<file path="config.mk">
export PLATFORM = sky130hd
export DESIGN_NAME = intc_mask_unit
export DESIGN_NICKNAME = d
export VERILOG_FILES = /design/src/rtl/intc_pkg.sv /design/src/rtl/intc_edge_latch.sv /design/src/rtl/intc_ctrl_regs.sv /design/src/rtl/intc_arbiter.sv /design/src/rtl/intc_mask_unit.sv
export SDC_FILE = /design/constraint.sdc
export NUM_CORES = 1
export LEC_CHECK = 0
export ABC_AREA = 1
export BUFFER_PORTS_ARGS = -buffer_cell sky130_fd_sc_hd__buf_2
export CORE_MARGIN = 5
export CORE_UTILIZATION = 40
export CTS_CLUSTER_SIZE = 28
export DETAILED_ROUTE_END_ITERATION = 7
export PLACE_DENSITY_LB_ADDON = 0.12
export SLEW_MARGIN = 5
export SYNTH_ARGS = -nofsm -noshare
export SYNTH_HDL_FRONTEND = slang
export SYNTH_SLANG_ARGS = --single-unit
</file>
<file path="constraint.sdc">
create_clock -name clk -period 1.34 [get_ports clk]
set_clock_uncertainty 0.1 [all_clocks]
set_input_delay 0.067 -clock clk [delete_from_list [all_inputs] [get_ports clk]]
set_output_delay 0.067 -clock clk [all_outputs]
set_load 0.03 [all_outputs]
</file>
<file path="src/rtl/intc_pkg.sv">
package intc_pkg;

  typedef enum logic [1:0] {
    SRC_TRAP = 2'd0,
    SRC_R75  = 2'd1,
    SRC_R65  = 2'd2,
    SRC_R55  = 2'd3
  } irq_src_e;

  // Command byte fields; the core's encoding depends on these positions.
  localparam int CMD_SOUT    = 7;
  localparam int CMD_SOUT_EN = 6;
  localparam int CMD_CLR75   = 4;
  localparam int CMD_MASK_EN = 3;

  localparam int NUM_MASKABLE = 3;
  localparam int NUM_EDGE     = 2;

  // Vector slot per source; address = slot * stride.
  function automatic int unsigned vec_slot(irq_src_e s);
    case (s)
      SRC_TRAP: return 9;
      SRC_R75:  return 15;
      SRC_R65:  return 13;
      default:  return 11;
    endcase
  endfunction

endpackage

</file>
<file path="src/rtl/intc_edge_latch.sv">
module intc_edge_latch (
  input  logic clk,
  input  logic rst_n,
  input  logic din,
  input  logic clr,
  output logic pend
);
  logic prev_q;
  logic rise;

  assign rise = din & ~prev_q;

  always_ff @(posedge clk) begin
    if (!rst_n) begin
      prev_q <= 1'b0;
      pend   <= 1'b0;
    end else begin
      prev_q <= din;
      if (rise)
        pend <= 1'b1;
      else if (clr)
        pend <= 1'b0;
    end
  end
endmodule

</file>
<file path="src/rtl/intc_ctrl_regs.sv">
module intc_ctrl_regs
  import intc_pkg::*;
(
  input  logic                    clk,
  input  logic                    rst_n,
  input  logic                    mask_wr,
  input  logic [7:0]              mask_wdata,
  input  logic                    ien_set,
  input  logic                    ien_clr,
  input  logic                    take_maskable,
  output logic [NUM_MASKABLE-1:0] masks,
  output logic                    ien,
  output logic                    ser_out
);
  always_ff @(posedge clk) begin
    if (!rst_n) begin
      masks   <= '1;
      ien     <= 1'b0;
      ser_out <= 1'b0;
    end else begin
      if (mask_wr && mask_wdata[CMD_SOUT_EN])
        ser_out <= mask_wdata[CMD_SOUT];
      if (mask_wr && mask_wdata[CMD_MASK_EN])
        masks <= mask_wdata[NUM_MASKABLE-1:0];
      if (ien_clr || take_maskable)
        ien <= 1'b0;
      else if (ien_set)
        ien <= 1'b1;
    end
  end
endmodule

</file>
<file path="src/rtl/intc_arbiter.sv">
module intc_arbiter
  import intc_pkg::*;
(
  input  logic                    trap_req,
  input  logic [NUM_MASKABLE-1:0] mreq,    // [2]=7.5 [1]=6.5 [0]=5.5
  output logic                    any_req,
  output irq_src_e                pick
);
  always_comb begin
    any_req = trap_req | (|mreq);
    pick    = SRC_R55;
    for (int i = 0; i < NUM_MASKABLE; i++) begin
      if (mreq[i])
        pick = irq_src_e'(NUM_MASKABLE - i);
    end
    if (trap_req)
      pick = SRC_TRAP;
  end
endmodule

</file>
<file path="src/rtl/intc_mask_unit.sv">
module intc_mask_unit
  import intc_pkg::*;
#(
  parameter int ADDR_W     = 16,
  parameter int VEC_STRIDE = 4
) (
  input  logic              clk,
  input  logic              rst_n,
  input  logic              mask_wr,
  input  logic [7:0]        mask_wdata,
  input  logic              ien_set,
  input  logic              ien_clr,
  output logic [7:0]        status,
  input  logic              ser_in,
  output logic              ser_out,
  input  logic              trap_in,
  input  logic              rst75_in,
  input  logic              rst65_in,
  input  logic              rst55_in,
  output logic              irq_valid,
  input  logic              irq_ready,
  output logic [1:0]        irq_idx,
  output logic [ADDR_W-1:0] irq_vec
);
  localparam int EDGE_TRAP = 0;
  localparam int EDGE_R75  = 1;

  logic                    accept;
  irq_src_e                held_src;
  logic [NUM_MASKABLE-1:0] masks;
  logic                    ien;
  logic                    take_maskable;
  logic [NUM_EDGE-1:0]     edge_in, edge_clr, edge_pend;
  logic [NUM_MASKABLE-1:0] lines, mreq;
  logic                    any_req;
  irq_src_e                pick;

  assign accept        = irq_valid & irq_ready;
  assign take_maskable = accept & (held_src != SRC_TRAP);

  assign edge_in[EDGE_TRAP]  = trap_in;
  assign edge_in[EDGE_R75]   = rst75_in;
  assign edge_clr[EDGE_TRAP] = accept & (held_src == SRC_TRAP);
  assign edge_clr[EDGE_R75]  = (accept & (held_src == SRC_R75))
                             | (mask_wr & mask_wdata[CMD_CLR75]);

  for (genvar g = 0; g < NUM_EDGE; g++) begin : g_edge
    intc_edge_latch u_latch (
      .clk  (clk),
      .rst_n(rst_n),
      .din  (edge_in[g]),
      .clr  (edge_clr[g]),
      .pend (edge_pend[g])
    );
  end

  intc_ctrl_regs u_regs (
    .clk          (clk),
    .rst_n        (rst_n),
    .mask_wr      (mask_wr),
    .mask_wdata   (mask_wdata),
    .ien_set      (ien_set),
    .ien_clr      (ien_clr),
    .take_maskable(take_maskable),
    .masks        (masks),
    .ien          (ien),
    .ser_out      (ser_out)
  );

  assign lines = {edge_pend[EDGE_R75], rst65_in, rst55_in};
  assign mreq  = lines & ~masks & {NUM_MASKABLE{ien}};

  intc_arbiter u_arb (
    .trap_req(edge_pend[EDGE_TRAP]),
    .mreq    (mreq),
    .any_req (any_req),
    .pick    (pick)
  );

  // Offer slot: captured when empty, held until accepted.
  always_ff @(posedge clk) begin
    if (!rst_n) begin
      irq_valid <= 1'b0;
      held_src  <= SRC_TRAP;
    end else if (irq_valid) begin
      if (irq_ready)
        irq_valid <= 1'b0;
    end else if (any_req) begin
      irq_valid <= 1'b1;
      held_src  <= pick;
    end
  end

  assign irq_idx = held_src;
  assign irq_vec = ADDR_W'(vec_slot(held_src) * VEC_STRIDE);
  assign status  = {ser_in, lines, ien, masks};

endmodule

</file>
# Word-level counts from Yosys, hierarchy flattened

Cells that the tools add are included.

Register bits: 12
Output and inout port bits: 28
RAM bits: 0
Bits of input ports: 19
Word-level logic and storage cells: 48
Memories kept: 0
Bits in latches: 0
ROM bits: 0

Reductions and logical operators: 10
Equality and inequality tests: 2
Shift operators: 0
Order comparisons: 0
Add/sub/neg operators: 0
Bitwise operators: 16
$mul: 0
Mux-type cells: 11
Divide/modulo/power cells: 0

Operators with widths:

| cell                                                                   | number |
|---|---|
| 3-bit case mux with 3 select lines                                     | 1 |
| 1-bit two-way mux                                                      | 8 |
| 1-bit AND                                                              | 7 |
| 3-bit AND                                                              | 2 |
| 2-bit nonzero test                                                     | 3 |
| 2-bit two-way mux                                                      | 2 |
| 1-bit inverter                                                         | 4 |
| 3-bit inverter                                                         | 1 |
| 3-bit OR reduction                                                     | 1 |
| 2-bit by 1-bit equality test with 1-bit output (second input constant) | 1 |
| 2-bit equality test (second input constant)                            | 1 |
| 1-bit logical AND                                                      | 2 |
| 2-bit zero test                                                        | 1 |
| 1-bit OR                                                               | 2 |
| 2-bit AND reduction                                                    | 1 |
| 2-bit OR reduction                                                     | 1 |
| 1-bit logical OR                                                       | 1 |

# Depth between registers and ports, before layout

Depth in word-level cells: 7
Mapped depth: 8
Gate-level depth less buffers: 8

# Cells and area by module

From an unflattened synthesis, not the netlist that was laid out.

Cell total of the unflattened synthesis: 107
Area, all modules: 723.2 µm²

Modules (own cells, without submodules):

| module          | area each (µm²) | times used | cells an instance |
|---|---|---|---|
| intc_mask_unit  | 376.6           | 1          | 59 |
| intc_ctrl_regs  | 182.7           | 1          | 25 |
| intc_edge_latch | 68.8            | 2          | 9 |
| intc_arbiter    | 26.3            | 1          | 5 |

# Worst setup path before layout

No wires, ideal clock.

Path kind: register to output
Start point: register held_src[1], in the netlist irq_idx[1]
End point: output irq_vec[3]
Arrival time: 1.172 ns
Path buffers: 0
Data required time: 1.173 ns
Setup slack: 0.001 ns
Stages on the path, launching flop included: 4
Cell sequence: dfxtp_1 inv_1 ha_1 or2_2

Word-level cells in the longest chain between the ends: 2
Elaborated cells between the ends (all ways): 4
Those cells by class: 2 x eq/ne; 1 x mux; 1 x reduce/logical

RTL lines:

| item                                        | RTL line             | source |
|---|---|---|
| start: declaration                          | intc_mask_unit.sv:29 | `irq_src_e held_src;` |
| start signal: assignment                    | intc_mask_unit.sv:90 | `held_src <= pick;` |
| 2-bit equality test (tied with other cells) | intc_pkg.sv:21       | `case (s)` |
| 3-bit case mux with 3 select lines (*)      | intc_pkg.sv:21       |  |
| end: declaration                            | intc_mask_unit.sv:23 | `output logic [ADDR_W-1:0] irq_vec` |

Every way passes the cells marked *; elsewhere a longest branch is shown, timed or not.

# Final worst setup path

Start point: register held_src[0], in the netlist irq_idx[0]
End point: output irq_vec[3]

The elaborated chain is that of the path after synthesis.

==> results.ini <==
[place]
portBuffers=29
dp_hpwl_um=1140
gp_congestion=0.685
dp_slack_ns=0.122
placed_cells=131

[critical_path]
cp-start-kind=flip-flop
crit_fanout=5
worstSetupPathType=reg2out
crit_arrival_ns=1.19
worstPathCellList=ha_2 > or2_4 > buf_6
required_ns=1.17
crit_path_top_delay_cell=dfxtp_4
cp-end-kind=output pin
cpPeakStageDelay_ns=0.37
critical_path.startpoint=irq_idx[0]
reg2reg_from=u_regs.ser_out

[cts]
cts_root_buffer=clkbuf_4
cts_tree=yes
clock-sinks=12
clk-insertion-delay-late_ns=0.27
numCtsBuffers=3
cts.path.max_buffers=2
h-tree-depth=1
path_clk_slew_ns=0.07

[run]
drv_cap=0

[layout]
multiInputGateArea_um2=320
stdcell_count=146
nNetsFinal=152
area.sequential_um2=245
antenna_cells=0
area_growth_syn_to_layout_pct=34.7
drive_above_1_share=0.341
nFillCells=172

[min_path]
worstHoldStart=rst_n
hp-class=in2reg

[floorplanning]
die_area_um2=2670
start_util=0.410
die_y_um=51.6
core-area_um2=1690
ios=47
die_x_um=51.6
rows=15

[routing]
top_layer=met4
drt_iter0_drc=2
drt-met1-wl_um=588
met2_length_um=746
drt_wl_total_um=1490
dr.pass1.iters=4
wl_met3_um=144
antenna_left=0
dr_total_vias=631
via_per_inst=4.32
avgRoutedWirePerCell_um=10.2
post-route-drc-count=0

[synthesis]
yosysUniqueCellTypes=17
yosysTopAreaCellShare=0.347
syn_area_per_cell_um2=7.45
syn-instance-count=93
ys_top_cells_by_area=dfxtp_1 35%, buf_4 22%, nand2_1 8.7%
syn_area_um2=693
ys.warnings.count=0
synth_top_cell_by_area=dfxtp_1
yosysSeqAreaShare=0.347
yosys_register_bits=12

[sta]
fmax_mhz=738
drv_slew=0
fin_crit_sh=1.01
finalWorstSetupSlack_ns=-0.0156
finalSetupViolCount=1
hold_viol_final=2
rsz0062_at_grt=yes
fin_crit_ns=1.36
holdWs_ns=-0.0118

[grt]
grt-ovfl-total=0
grt_start_max_net_pins=11
grtUsageTotal=0.120
antenna_found_initial=0
grt_pass1_vias=574
grt_pass1_wl_um=2350

[status]
status=finished, violations left
violations=hold timing, setup timing

[power_and_ir_drop]
p_leak_nw=0.503
p_per_area_nw_per_um2=1100
ir_drop_mv=0.743

[critical path, delay by kind of cell, from the launching register on]
family                     cells  cell delay, ns
adders and majority gates      1            0.17
and+or+nand+nor                1            0.24
buffers and inverters          1            0.14
DFF                            1            0.37
[through the flow]
step | power [mW] | util | TNS, ns | instance area [um^2] | hold slack [ns]
floorplan | 0.670 | - | 0 | 738 | 0.0452
global placement | 0.692 | 0.447 | 0 | 754 | 0.0344
detailed placement | 0.695 | 0.447 | 0 | 754 | 0.0344
CTS | 1.03 | 0.567 | -0.0307 | 957 | 0.00132
global route | 1.09 | 0.553 | -0.0719 | 933 | 0.0106
finish | 1.02 | 0.553 | -0.0156 | 933 | -0.0118
[routing by layer]
metal | vias up | track usage
met2 | 23 | 0.208
met4 | 0 | 0.0306
met1 | 277 | 0.128
met5 | - | 0
met3 | 2 | 0.0602
li1 | 329 | -
[sequential cells by signal, summed over array words and instances, names as in the netlist]
name                   count
g_edge.u_latch.prev_q      2
u_regs.masks               3
irq_idx                    2
g_edge.u_latch.pend        2
u_regs.ien                 1
u_regs.ser_out             1
irq_valid                  1
[Yosys cell counts]
| cell | instances |
|---|---|
| dfxtp_1 | 12 |
| conb_1 | 2 |
| o211ai_1 | 2 |
| inv_1 | 12 |
| nand3_1 | 7 |
| o21ai_0 | 3 |
| nor3_2 | 1 |
| buf_4 | 20 |
| nor2_1 | 5 |
| nand2_2 | 1 |
| o21bai_1 | 1 |
| a21oi_1 | 4 |
| or2_2 | 1 |
| nor2_2 | 2 |
| nand2_1 | 16 |
| nor4_1 | 1 |
| ha_1 | 3 |
[cells in the final DEF, fill, tap and decap left out, drive strengths merged]
cell / n
nor4: 1
dfxtp: 12
dlygate4sd3: 10
o21bai: 1
clkbuf: 4
conb: 14
o21ai: 3
ha: 3
inv: 12
buf: 30
o211ai: 2
nand2: 17
nor3: 1
nor2: 7
nand3: 7
a21oi: 4
or2: 1
[path summary, 6_finish.rpt]
kind                            endpoint  slack [ns]  cells past startpoint
hold / removal           u_regs.masks[2]       -0.01                      2
setup / recovery              irq_vec[3]       -0.02                      3
setup reg to reg          u_regs.ser_out        0.11                      3
hold reg to reg   g_edge[0].u_latch.pend        0.32                      1
[repair_timing]
action,CTS,global route
buffers inserted,1,0
hold buffers,13,0
hold endpoints to repair,9,0
endpoints found under the setup margin,2,6
gates resized for setup,10,3
pin swaps,0,2
[report_power, final]
group,total [mW],switching (mW),internal [mW]
Sequential,0.413,0.0260,0.387
Clock,0.282,0.117,0.165
Combinational,0.328,0.210,0.119
[layout make-up]
class,instances,share of cell area
clock buffer,4,0.0389
inverter,12,0.0483
multi-input combinational,61,0.343
sequential,12,0.263
tap,17,0.0228
timing repair buffer,40,0.284
[kinds of logic after synthesis]
logic type | after synthesis | synth area share
AOI/OAI and AO/OA | 10 | 0.0830
and+or+nand+nor | 34 | 0.224
DFF | 12 | 0.347
buffers and inverters | 32 | 0.282
other | 2 | 0.0108
adders and majority gates | 3 | 0.0542
Note: power is estimated with default switching activity, not from simulation.
